[config.mk]
export PLATFORM = sky130hd
export DESIGN_NAME = rx_coalesce
export DESIGN_NICKNAME = d
export VERILOG_FILES = /design/src/rtl/rx_coalesce_pkg.sv /design/src/rtl/rx_gap_timer.sv /design/src/rtl/rx_batch_accum.sv /design/src/rtl/rx_batch_pub.sv /design/src/rtl/rx_coalesce.sv
export SDC_FILE = /design/constraint.sdc
export NUM_CORES = 1
export LEC_CHECK = 0
export ABC_AREA = 0
export BUFFER_PORTS_ARGS = -buffer_cell sky130_fd_sc_hd__buf_2
export CAP_MARGIN = 20
export CORE_MARGIN = 3
export CORE_UTILIZATION = 32
export DETAILED_ROUTE_END_ITERATION = 16
export MAX_ROUTING_LAYER = met4
export PLACE_DENSITY = 0.51
export SLEW_MARGIN = 20
export SYNTH_ARGS = -nofsm -noshare
export SYNTH_HDL_FRONTEND = slang
export SYNTH_SLANG_ARGS = --single-unit
[constraint.sdc]
create_clock -name clk -period 6.45 [get_ports clk]
set_input_delay 0.645 -clock clk [delete_from_list [all_inputs] [get_ports clk]]
set_output_delay 0.645 -clock clk [all_outputs]
set_load 0.1 [all_outputs]
[src/rtl/rx_coalesce_pkg.sv]
package rx_coalesce_pkg;
  typedef enum logic [1:0] {
    ST_IDLE  = 2'd0,
    ST_HOLD  = 2'd1,
    ST_BATCH = 2'd2,
    ST_CHAIN = 2'd3
  } coal_state_t;
endpackage

[src/rtl/rx_gap_timer.sv]
module rx_gap_timer #(
  parameter int GAP_MIN = 960,
  parameter int GAP_MAX = 5200
) (
  input  logic clk,
  input  logic rst_n,
  input  logic frame_done,
  output logic in_window,
  output logic expire
);
  localparam int CNT_W = $clog2(GAP_MAX + 2);

  logic [CNT_W-1:0] cnt_q, cnt_d;
  logic             cnt_en;

  // restart at each frame event, saturate one past the upper bound
  always_comb begin
    cnt_en = frame_done || (cnt_q <= CNT_W'(GAP_MAX));
    cnt_d  = frame_done ? CNT_W'(1) : cnt_q + CNT_W'(1);
  end

  always_ff @(posedge clk or negedge rst_n) begin
    if (!rst_n)      cnt_q <= CNT_W'(GAP_MAX + 1);
    else if (cnt_en) cnt_q <= cnt_d;
  end

  assign in_window = (cnt_q >= CNT_W'(GAP_MIN)) && (cnt_q <= CNT_W'(GAP_MAX));
  assign expire    = (cnt_q == CNT_W'(GAP_MAX)) && !frame_done;
endmodule

[src/rtl/rx_batch_accum.sv]
module rx_batch_accum #(
  parameter int LEN_W  = 12,
  parameter int OFS_W  = 16,
  parameter int FRM_W  = 4,
  parameter int BYTE_W = 16
) (
  input  logic              clk,
  input  logic              rst_n,
  input  logic              load,
  input  logic              add,
  input  logic [LEN_W-1:0]  len,
  input  logic [OFS_W-1:0]  ofs,
  output logic [FRM_W-1:0]  cnt_q,
  output logic [FRM_W-1:0]  cnt_nxt,
  output logic [BYTE_W-1:0] bytes_nxt,
  output logic [OFS_W-1:0]  sof_nxt
);
  logic [BYTE_W-1:0] bytes_q;
  logic [OFS_W-1:0]  sof_q;
  logic [BYTE_W-1:0] len_ext;
  logic              acc_en;

  assign len_ext = {{(BYTE_W-LEN_W){1'b0}}, len};
  assign acc_en  = load || add;

  always_comb begin
    cnt_nxt   = cnt_q;
    bytes_nxt = bytes_q;
    sof_nxt   = sof_q;
    if (load) begin
      cnt_nxt   = FRM_W'(1);
      bytes_nxt = len_ext;
      sof_nxt   = ofs;
    end else if (add) begin
      cnt_nxt   = cnt_q + FRM_W'(1);
      bytes_nxt = bytes_q + len_ext;
    end
  end

  always_ff @(posedge clk or negedge rst_n) begin
    if (!rst_n) begin
      cnt_q   <= '0;
      bytes_q <= '0;
      sof_q   <= '0;
    end else if (acc_en) begin
      cnt_q   <= cnt_nxt;
      bytes_q <= bytes_nxt;
      sof_q   <= sof_nxt;
    end
  end
endmodule

[src/rtl/rx_batch_pub.sv]
module rx_batch_pub #(
  parameter int OFS_W  = 16,
  parameter int FRM_W  = 4,
  parameter int BYTE_W = 16
) (
  input  logic              clk,
  input  logic              rst_n,
  input  logic              close,
  input  logic              evt_rd,
  input  logic [OFS_W-1:0]  sof_in,
  input  logic [FRM_W-1:0]  cnt_in,
  input  logic [BYTE_W-1:0] bytes_in,
  output logic [OFS_W-1:0]  sof_q,
  output logic [FRM_W-1:0]  cnt_q,
  output logic [BYTE_W-1:0] bytes_q,
  output logic              flag_q,
  output logic              irq_q
);
  logic flag_en, flag_d;

  assign flag_en = close || evt_rd;
  assign flag_d  = close;   // a close wins over a clearing read

  always_ff @(posedge clk or negedge rst_n) begin
    if (!rst_n) begin
      sof_q   <= '0;
      cnt_q   <= '0;
      bytes_q <= '0;
    end else if (close) begin
      sof_q   <= sof_in;
      cnt_q   <= cnt_in;
      bytes_q <= bytes_in;
    end
  end

  always_ff @(posedge clk or negedge rst_n) begin
    if (!rst_n)       flag_q <= 1'b0;
    else if (flag_en) flag_q <= flag_d;
  end

  always_ff @(posedge clk or negedge rst_n) begin
    if (!rst_n) irq_q <= 1'b0;
    else        irq_q <= close;
  end
endmodule

[src/rtl/rx_coalesce.sv]
module rx_coalesce
  import rx_coalesce_pkg::*;
#(
  parameter int GAP_MIN    = 960,
  parameter int GAP_MAX    = 5200,
  parameter int MAX_FRAMES = 8,
  parameter int LEN_W      = 12,
  parameter int OFS_W      = 16,
  parameter int FRM_W      = $clog2(MAX_FRAMES + 1),
  parameter int BYTE_W     = LEN_W + FRM_W
) (
  input  logic              clk,
  input  logic              rst_n,
  input  logic              cfg_stream_en,
  input  logic              cfg_auto_dma,
  input  logic              cfg_dma_only,
  input  logic              cfg_accept_good,
  input  logic              cfg_good_irq_en,
  input  logic              cfg_early_dest_irq_en,
  input  logic              cfg_early_128_irq_en,
  input  logic              frame_done,
  input  logic              frame_addr_ok,
  input  logic              frame_len_ok,
  input  logic              frame_crc_ok,
  input  logic [LEN_W-1:0]  frame_len,
  input  logic [OFS_W-1:0]  frame_ofs,
  input  logic              evt_rd,
  output logic              rx_ok_irq,
  output logic              dma_mode,
  output logic              dma_irq,
  output logic              dma_flag,
  output logic [OFS_W-1:0]  dma_sof,
  output logic [FRM_W-1:0]  dma_frames,
  output logic [BYTE_W-1:0] dma_bytes
);
  localparam logic [FRM_W-1:0] LAST_SLOT = FRM_W'(MAX_FRAMES - 1);

  // reset: asserted asynchronously, released on the clock
  logic rst_meta, rst_sync;
  always_ff @(posedge clk or negedge rst_n) begin
    if (!rst_n) begin
      rst_meta <= 1'b0;
      rst_sync <= 1'b0;
    end else begin
      rst_meta <= 1'b1;
      rst_sync <= rst_meta;
    end
  end

  coal_state_t state, state_d;
  logic coal_ok, good_frm, bad_frm, b2b, in_window, expire;
  logic load, add, close, rx_set;
  logic [FRM_W-1:0]  acc_cnt, acc_cnt_nxt;
  logic [BYTE_W-1:0] acc_bytes_nxt;
  logic [OFS_W-1:0]  acc_sof_nxt;

  assign coal_ok = cfg_stream_en && (cfg_auto_dma || cfg_dma_only) &&
                   cfg_accept_good && cfg_good_irq_en &&
                   !cfg_early_dest_irq_en && !cfg_early_128_irq_en;
  assign good_frm = frame_done && frame_addr_ok && frame_len_ok && frame_crc_ok;
  assign bad_frm  = frame_done && !good_frm;
  assign b2b      = good_frm && in_window;

  rx_gap_timer #(.GAP_MIN(GAP_MIN), .GAP_MAX(GAP_MAX)) u_gap (
    .clk(clk), .rst_n(rst_sync), .frame_done(frame_done),
    .in_window(in_window), .expire(expire)
  );

  rx_batch_accum #(.LEN_W(LEN_W), .OFS_W(OFS_W), .FRM_W(FRM_W), .BYTE_W(BYTE_W)) u_acc (
    .clk(clk), .rst_n(rst_sync), .load(load), .add(add),
    .len(frame_len), .ofs(frame_ofs), .cnt_q(acc_cnt), .cnt_nxt(acc_cnt_nxt),
    .bytes_nxt(acc_bytes_nxt), .sof_nxt(acc_sof_nxt)
  );

  rx_batch_pub #(.OFS_W(OFS_W), .FRM_W(FRM_W), .BYTE_W(BYTE_W)) u_pub (
    .clk(clk), .rst_n(rst_sync), .close(close), .evt_rd(evt_rd),
    .sof_in(acc_sof_nxt), .cnt_in(acc_cnt_nxt), .bytes_in(acc_bytes_nxt),
    .sof_q(dma_sof), .cnt_q(dma_frames), .bytes_q(dma_bytes),
    .flag_q(dma_flag), .irq_q(dma_irq)
  );

  always_comb begin
    state_d = state;
    load    = 1'b0;
    add     = 1'b0;
    close   = 1'b0;
    rx_set  = 1'b0;
    unique case (state)
      ST_IDLE: begin
        if (good_frm) begin
          if (coal_ok) begin
            state_d = ST_HOLD;
            load    = 1'b1;
          end else begin
            rx_set  = cfg_good_irq_en;
          end
        end
      end
      ST_HOLD: begin
        if (b2b) begin
          state_d = ST_BATCH;
          add     = 1'b1;
        end else if (good_frm) begin
          rx_set  = 1'b1;          // early: release held, hold the new one
          load    = 1'b1;
        end else if (bad_frm || expire) begin
          rx_set  = 1'b1;
          state_d = ST_IDLE;
        end
      end
      ST_BATCH: begin
        if (b2b) begin
          add = 1'b1;
          if (acc_cnt == LAST_SLOT) begin
            close   = 1'b1;
            state_d = ST_CHAIN;
          end
        end else if (good_frm) begin
          close   = 1'b1;
          rx_set  = 1'b1;
          state_d = ST_IDLE;
        end else if (bad_frm || expire) begin
          close   = 1'b1;
          state_d = ST_IDLE;
        end
      end
      ST_CHAIN: begin
        if (good_frm) begin
          state_d = b2b ? ST_BATCH : ST_HOLD;
          load    = 1'b1;
        end else if (bad_frm || expire) begin
          state_d = ST_IDLE;
        end
      end
      default: state_d = ST_IDLE;
    endcase
  end

  always_ff @(posedge clk or negedge rst_sync) begin
    if (!rst_sync) state <= ST_IDLE;
    else           state <= state_d;
  end

  always_ff @(posedge clk or negedge rst_sync) begin
    if (!rst_sync) rx_ok_irq <= 1'b0;
    else           rx_ok_irq <= rx_set;
  end

  assign dma_mode = (state == ST_BATCH);
endmodule

==> results.toml, run 1 <==
[global_route]
grt_pass1_vias = 3595
gr-total-overflow = 0
gr-usage-all-layers_pct = 14.0
grt_pass1_wl_um = 17500
grt_max_degree = 69
antenna_found_initial = 0

[cts]
cts_max_level = 3
cts_hold_buf = 0
postCtsSetupRepairBufs = 0
cts_root_buffer = "clkbuf_16"
clk_pin_slew_ns = 0.07
cts_resized = 0
clkSinkCount = 92
cts_buffer_depth = 2
insertion_delay_ns = 0.35
cts_tree = "yes"
cts_buffers = 9

[timing]
slew_viol_final = 0
max_slew.worst_pin.slew_ns = 1.01
fin_crit_sh_pct = 45.4
max_slew_margin_pct = 32.9
hold_violations = 0
rsz0062_at_grt = "false"
setup_viol = 0
max_freq_mhz = 342
period_needed_ns = 2.93
whs_ns = 0.0665
tns_ns = 0
skew_ns = 0.00888

[pwr]
seq_power_share_pct = 40.2
p_sw_mw = 0.657
p_int_mw = 1.18
max-vdd-ir-drop_mv = 0.125
power_density_mw_per_mm2 = 336
switching_share_pct = 35.7
leakage_nw = 2.66
p_clk_share_pct = 27.8
power_frac_comb_pct = 32.0

[setup_path]
worst-path-max-fanout = 30
cp-end-kind = "flip-flop"
startpoint_type = "flip-flop"
crit_buf_inv = 0
worstPathRequired_ns = 6.69
critPathMaxStageDelay_ns = 0.87
crit_family = "compound AO/OA/AOI/OAI gates"
path_cells = "and4_1 -> o22ai_1 -> a21o_1 -> a31oi_4 -> o311ai_1 -> mux2_2"
crit_slowest_cell = "a31oi_4"
critPathArrivalTime_ns = 3.16
worstSetupPathType = "flip-flop to flip-flop"

[synthesis]
async_flop_share_pct = 100
syn_avg_cell_area_um2 = 10.0
muxShareOfSynthArea_pct = 5.52
syn_nets = 526
synth-main-ff-cell = "dfrtp_1"
synth_edf_count = 0
netlist_instances = 463
synthXorXnorAreaFrac_pct = 4.73
synthSimpleGateAreaFrac_pct = 17.7
synth_top_area_share_pct = 47.0
synth_area_leaders = "dfrtp_1, nand2_1, ha_1"
yosys.area_share.adder_pct = 5.84
ys_seq_elements = 92
synth_top_family_by_area = "simple AND/OR/NAND/NOR gates"
yosys.area.top_type = "dfrtp_1"
synth_area_mm2 = 0.00463
yosys_warnings = 0
ys_seq_area_share_pct = 49.9
synth_compound_area_share_pct = 12.8
synthDistinctLibCells = 64

[detailed_routing]
ant_nets = 0
viasPerCell = 4.89
vias = 3528
drt_wl_total_um = 10300
drt_iter0_drc = 215
drcViolationCount = 0
avgRoutedWirePerCell_um = 14.3
firstDrtPassIters = 4

[floorplan]
ioPinCount = 82
die_height_um = 126
die_area_mm2 = 0.0159
dieWidth_um = 126
start_util_pct = 33.1
row_count = 43
core_mm2 = 0.0140

[finish]
area_growth_pct = 18.5
final_layout_size_suffix_gt1_share_pct = 24.9
layout.nets = 600
utilization_pct = 39.2
antenna_cells = 0

[placed_design]
gp_congestion = 0.824
dpl.hpwl_um = 7370
port_buffers = 81

[worst_hold_path]
hold_class = "input port to async pin"

[flow_run]
maxCapViolCount = 0

[outcome]
outcome = "completed"
## worst reg2reg max path, cell delays in order (launching register included)
cell and delay, ns:
dfstp_2 0.59, and4_1 0.29, o22ai_1 0.11, a21o_1 0.33
a31oi_4 0.88, o311ai_1 0.28, mux2_2 0.34
## cells in the mapped netlist, types with 3 or more instances
master / n
mux2_2: 15
xor2_1: 17
o21ai_0: 15
dfstp_2: 5
nor3_2: 3
dfrtp_1: 87
a41oi_1: 3
a21o_1: 3
a21oi_1: 19
nor2_1: 38
o21ai_1: 15
nand4_1: 4
ha_1: 20
nor2b_1: 3
a211oi_1: 3
o21bai_1: 3
mux2_1: 5
nor3_1: 8
nand2_1: 87
xnor2_1: 8
inv_1: 14
clkbuf_1: 3
nand3_1: 9
mux2i_1: 3
a31oi_1: 5
o21a_1: 5
buf_2: 15
or3_1: 5
## through the flow
step	instance area (um2)	setup slack, ns	power (mW)	cells
after floorplan	4630	3.71	1.21	463
after global placement	5200	3.51	1.33	706
after detailed placement	5200	3.41	1.34	706
after CTS	5480	3.50	1.87	722
after global routing	5480	3.29	1.97	722
final	5480	3.52	1.84	722
## power by group through the flow
stage / clock (mW) / combinational (mW) / sequential, mW
after floorplan: 0 / 0.382 / 0.831
after global routing: 0.554 / 0.664 / 0.753
after CTS: 0.534 / 0.594 / 0.740
final: 0.512 / 0.589 / 0.739
after global placement: 0 / 0.579 / 0.747
after detailed placement: 0 / 0.589 / 0.751
## layer usage
| metal | GRT usage (%) | wire length [um] |
|---|---|---|
| met5 | - | 0 |
| met4 | 5.05 | 250 |
| met3 | 3.56 | 377 |
| met2 | 21.0 | 4710 |
| met1 | 18.3 | 5000 |
## flip-flops by register name, indices dropped and copies added, names as in the netlist
signal,count
rst_meta,1
rst_sync,1
rx_ok_irq,1
state,2
u_acc.bytes_q,16
u_acc.cnt_q,4
u_acc.sof_q,16
u_gap.cnt_q,13
u_pub.bytes_q,16
u_pub.cnt_q,4
u_pub.flag_q,1
u_pub.irq_q,1
u_pub.sof_q,16
## kinds of logic after synthesis
family          count (synthesis)
other cells                     1
mux                            23
xor+xnor                       25
fa+ha+maj                      21
simple gates                  176
compound gates                 90
flops                          92
buf+inv                        35
## area by class of cell
type	instances	area, um2
repair buffers	83	420
clock buffers	9	225
inverters	15	56.3
multi-input cells	336	2180
fillers	1414	8500
clock inverters	7	62.6
well taps	180	225
flip-flops and latches	92	2310
## final timing paths
kind | start | to | slack (ns) | depth (start not counted)
min in group clk | rst_meta | rst_sync | 0.35 | 0
max in group asynchronous | rst_sync | u_gap.cnt_q[1] | 5.07 | 1
worst max register to register | u_gap.cnt_q[6] | u_pub.bytes_q[4] | 3.52 | 6
worst min register to register | rst_sync | u_acc.bytes_q[0] | 0.22 | 0
worst min-delay path | rst_n | rst_sync | 0.07 | 1
worst max-delay path | u_gap.cnt_q[6] | u_pub.bytes_q[4] | 3.52 | 6
## cells in the final DEF, fill, tap and decap left out, types with 5 or more instances in the layout
cell type,synthesis,final
or3_1,5,5
nand2_1,87,87
nor3_1,8,8
nand3_1,9,9
inv_1,14,14
o21ai_0,15,15
buf_2,15,81
ha_1,20,20
mux2_1,5,5
dfstp_2,5,5
clkbuf_16,0,9
a21oi_1,19,19
o21ai_1,15,15
xor2_1,17,17
xnor2_1,8,8
dfrtp_1,87,86
nor2_1,38,38
mux2_2,15,15
o21a_1,5,5
(Power assumes the default switching activity.)
==> inputs of run 2 (changes only) <==
ABC_AREA = 1   (was 0)
PLACE_DENSITY = 0.52   (was 0.51)
clock period = 2.3 ns   (was 6.45 ns; I/O delays follow)
==> run 2 against run 1 <==
Effect of this change:
- area after synthesis increased by 18%
- first-iteration DRC count decreased by 5.6%
- core utilization decreased by 0.57 points
- worst hold slack improved by 0.0035 ns
- critical path depth increased by 9
- sequential share of layout area decreased by 6.2 points
- critical endpoint is now u_pub.bytes_q[15]
- largest cell class is now multi-input combinational cells
==> results.toml, run 2 <==
[detailed_routing]
viasPerCell = 4.47
vias = 4536
drcViolationCount = 0
drt_iter0_drc = 203
met3_length_um = 729
wl_met1_um = 6580
topRoutingLayerUsed = "met4"
firstDrtPassIters = 5
dr_wl_met2_um = 5630
ant_nets = 0
drt_wl_total_um = 13100
avgRoutedWirePerCell_um = 12.9

[cts]
clk_pin_slew_ns = 0.07
cts_buffers = 9
cts_root_buffer = "clkbuf_16"
insertion_delay_ns = 0.35
cts_buffer_depth = 2
cts_max_level = 3
cts_tree = "yes"
clkSinkCount = 92
postCtsSetupRepairBufs = 0

[placed_design]
dpl_cell_area_mm2 = 0.00612
dpl.hpwl_um = 9360
gp_congestion = 0.858
port_buffers = 81

[finish]
layout.nets = 852
final_common_cell = "nand2_1"
area_growth_pct = 17.6
design_area_mm2 = 0.00643
final_cell_mix = "nand2_1, dfrtp_1, buf_2, inv_1, nand3_1"
antenna_cells = 0
final_layout_size_suffix_gt1_share_pct = 20.7

[synthesis]
syn_nets = 766
syn_avg_cell_area_um2 = 7.78
async_flop_share_pct = 100
ys_seq_elements = 92
synth_area_leaders = "dfrtp_1, nand2_1, nand3_1"
netlist_instances = 703
synthDistinctLibCells = 44
ys_seq_area_share_pct = 42.2
synth_edf_count = 0
synth_area_mm2 = 0.00547
synth_most_common_cell = "nand2_1"
synth_top_area_share_pct = 39.8
yosys_warnings = 0
synth-main-ff-cell = "dfrtp_1"
synthTopCellsByCount = "nand2_1, dfrtp_1, inv_1"
yosys.area.top_type = "dfrtp_1"

[outcome]
outcome = "completed"

[timing]
slew_viol_final = 0
tns_ns = 0
rsz0062_at_grt = "false"
hold_violations = 0
max_slew.worst_pin.slew_ns = 0.518
setup_viol = 0
skew_ns = 0.00964
max_freq_mhz = 475
max_slew_margin_pct = 65.7
period_needed_ns = 2.11
fin_crit_sh_pct = 91.6

[setup_path]
crit_buf_inv = 3
crit_top_cell = "nand2_4"
crit_end = "u_pub.bytes_q[15]"
critPathMaxStageDelay_ns = 0.37
startpoint_type = "flip-flop"
cp-end-kind = "flip-flop"
r2r_end = "u_pub.bytes_q[15]"
reg2reg_depth = 15
worst-path-max-fanout = 37
cp.depth = 15
crit_slowest_cell = "dfstp_2"
critPathLaunch = "u_gap.cnt_q[0]"
critPathArrivalTime_ns = 2.40
r2r_setup_slack_ns = 0.19
crit_family = "simple AND/OR/NAND/NOR gates"
r2r_start = "u_gap.cnt_q[0]"
worstPathRequired_ns = 2.59
worstSetupPathType = "flip-flop to flip-flop"
path_cells = "inv_1 -> ha_1 -> nand3_1 -> nor2_1 -> nand3_2 -> nand2_4 -> nand2_4 -> nand3_4 -> nand2_4 -> nand2_4 -> buf_12 -> inv_2 -> nor2_1 -> nand2_1 -> nand2_1"

[floorplan]
ioPinCount = 82
die_height_um = 137
start_util_pct = 32.9
core_mm2 = 0.0166
row_count = 47
dieWidth_um = 137
die_area_mm2 = 0.0187

[global_route]
antenna_found_initial = 0
grt_pass1_wl_um = 21800
grt_max_degree = 46
gr-total-overflow = 0
grt_pass1_vias = 4368
gr-usage-all-layers_pct = 15.2

[pwr]
max-vdd-ir-drop_mv = 0.410
power_density_mw_per_mm2 = 878
leakage_nw = 3.38

[worst_hold_path]
hold_class = "input port to flip-flop"

[flow_run]
maxCapViolCount = 0
## run 2: worst register-to-register path, cell delays in order (launching register included)
cell and delay [ns]:
dfstp_2 0.37, inv_1 0.10, ha_1 0.19, nand3_1 0.08, nor2_1 0.11, nand3_2 0.13
nand2_4 0.18, nand2_4 0.09, nand3_4 0.08, nand2_4 0.07, nand2_4 0.07, buf_12 0.21
inv_2 0.10, nor2_1 0.16, nand2_1 0.07, nand2_1 0.05
## run 2: where the power goes
group / total (mW) / switching, mW / internal, mW / leakage [nW]
combinational: 2.04 / 1.31 / 0.731 / 2.18
clock: 1.46 / 0.663 / 0.799 / 0.135
sequential: 2.14 / 0.184 / 1.95 / 1.06
total: 5.64 / 2.16 / 3.48 / 3.38
## run 2: worst min path at each step
stage | cells after the start | slack [ns] | startpoint | to
2_1_floorplan | 0 | -0.07 | rst_n | rst_meta
3_3_place_gp | 1 | 0.02 | rst_n | rst_meta
3_5_place_dp | 1 | 0.02 | rst_n | rst_meta
4_1_cts | 2 | 0.05 | evt_rd | u_pub.flag_q
5_1_grt | 2 | 0.07 | evt_rd | u_pub.flag_q
6_report | 2 | 0.07 | evt_rd | u_pub.flag_q
## run 2: layer usage
metal	GRT usage, %	vias up
met5	-	-
met4	4.87	0
met3	3.93	14
met2	21.9	106
met1	20.9	2020
li1	-	2396
## run 2: logic make-up after synthesis
family | share of synthesized area [%]
adder cells (fa/ha/maj) | 4.94
flip-flops | 42.2
AO/OA/AOI/OAI | 4.23
AND/OR/NAND/NOR | 38.7
XOR/XNOR | 1.12
other | 0.0686
buffers and inverters | 8.70
## run 2: area by class of cell
cell class | count | area [um2]
clock buffer | 12 | 256
clock inverter | 4 | 32.5
fill | 1734 | 10200
inverter | 76 | 285
multi-input combinational | 515 | 2690
sequential | 92 | 2310
tap | 220 | 275
timing repair buffer | 95 | 576
## run 2: metrics by stage
step	util, %	setup slack, ns	power (mW)	cells	hold WS [ns]
4_1_cts	38.6	0.111	5.72	1014	0.0470
6_report	38.6	0.193	5.64	1014	0.0700
2_1_floorplan	-	0.249	3.79	703	-0.0656
3_3_place_gp	36.8	0.124	4.21	997	0.0172
5_1_grt	38.6	0.00601	6.13	1014	0.0679
3_5_place_dp	36.8	0.112	4.21	997	0.0176
## run 2: timing repair
item                                    in CTS  in global routing
hold endpoints to repair                     2                  0
hold buffers                                 1                  0
endpoints found under the setup margin       0                  3
gates resized for setup                      0                  3
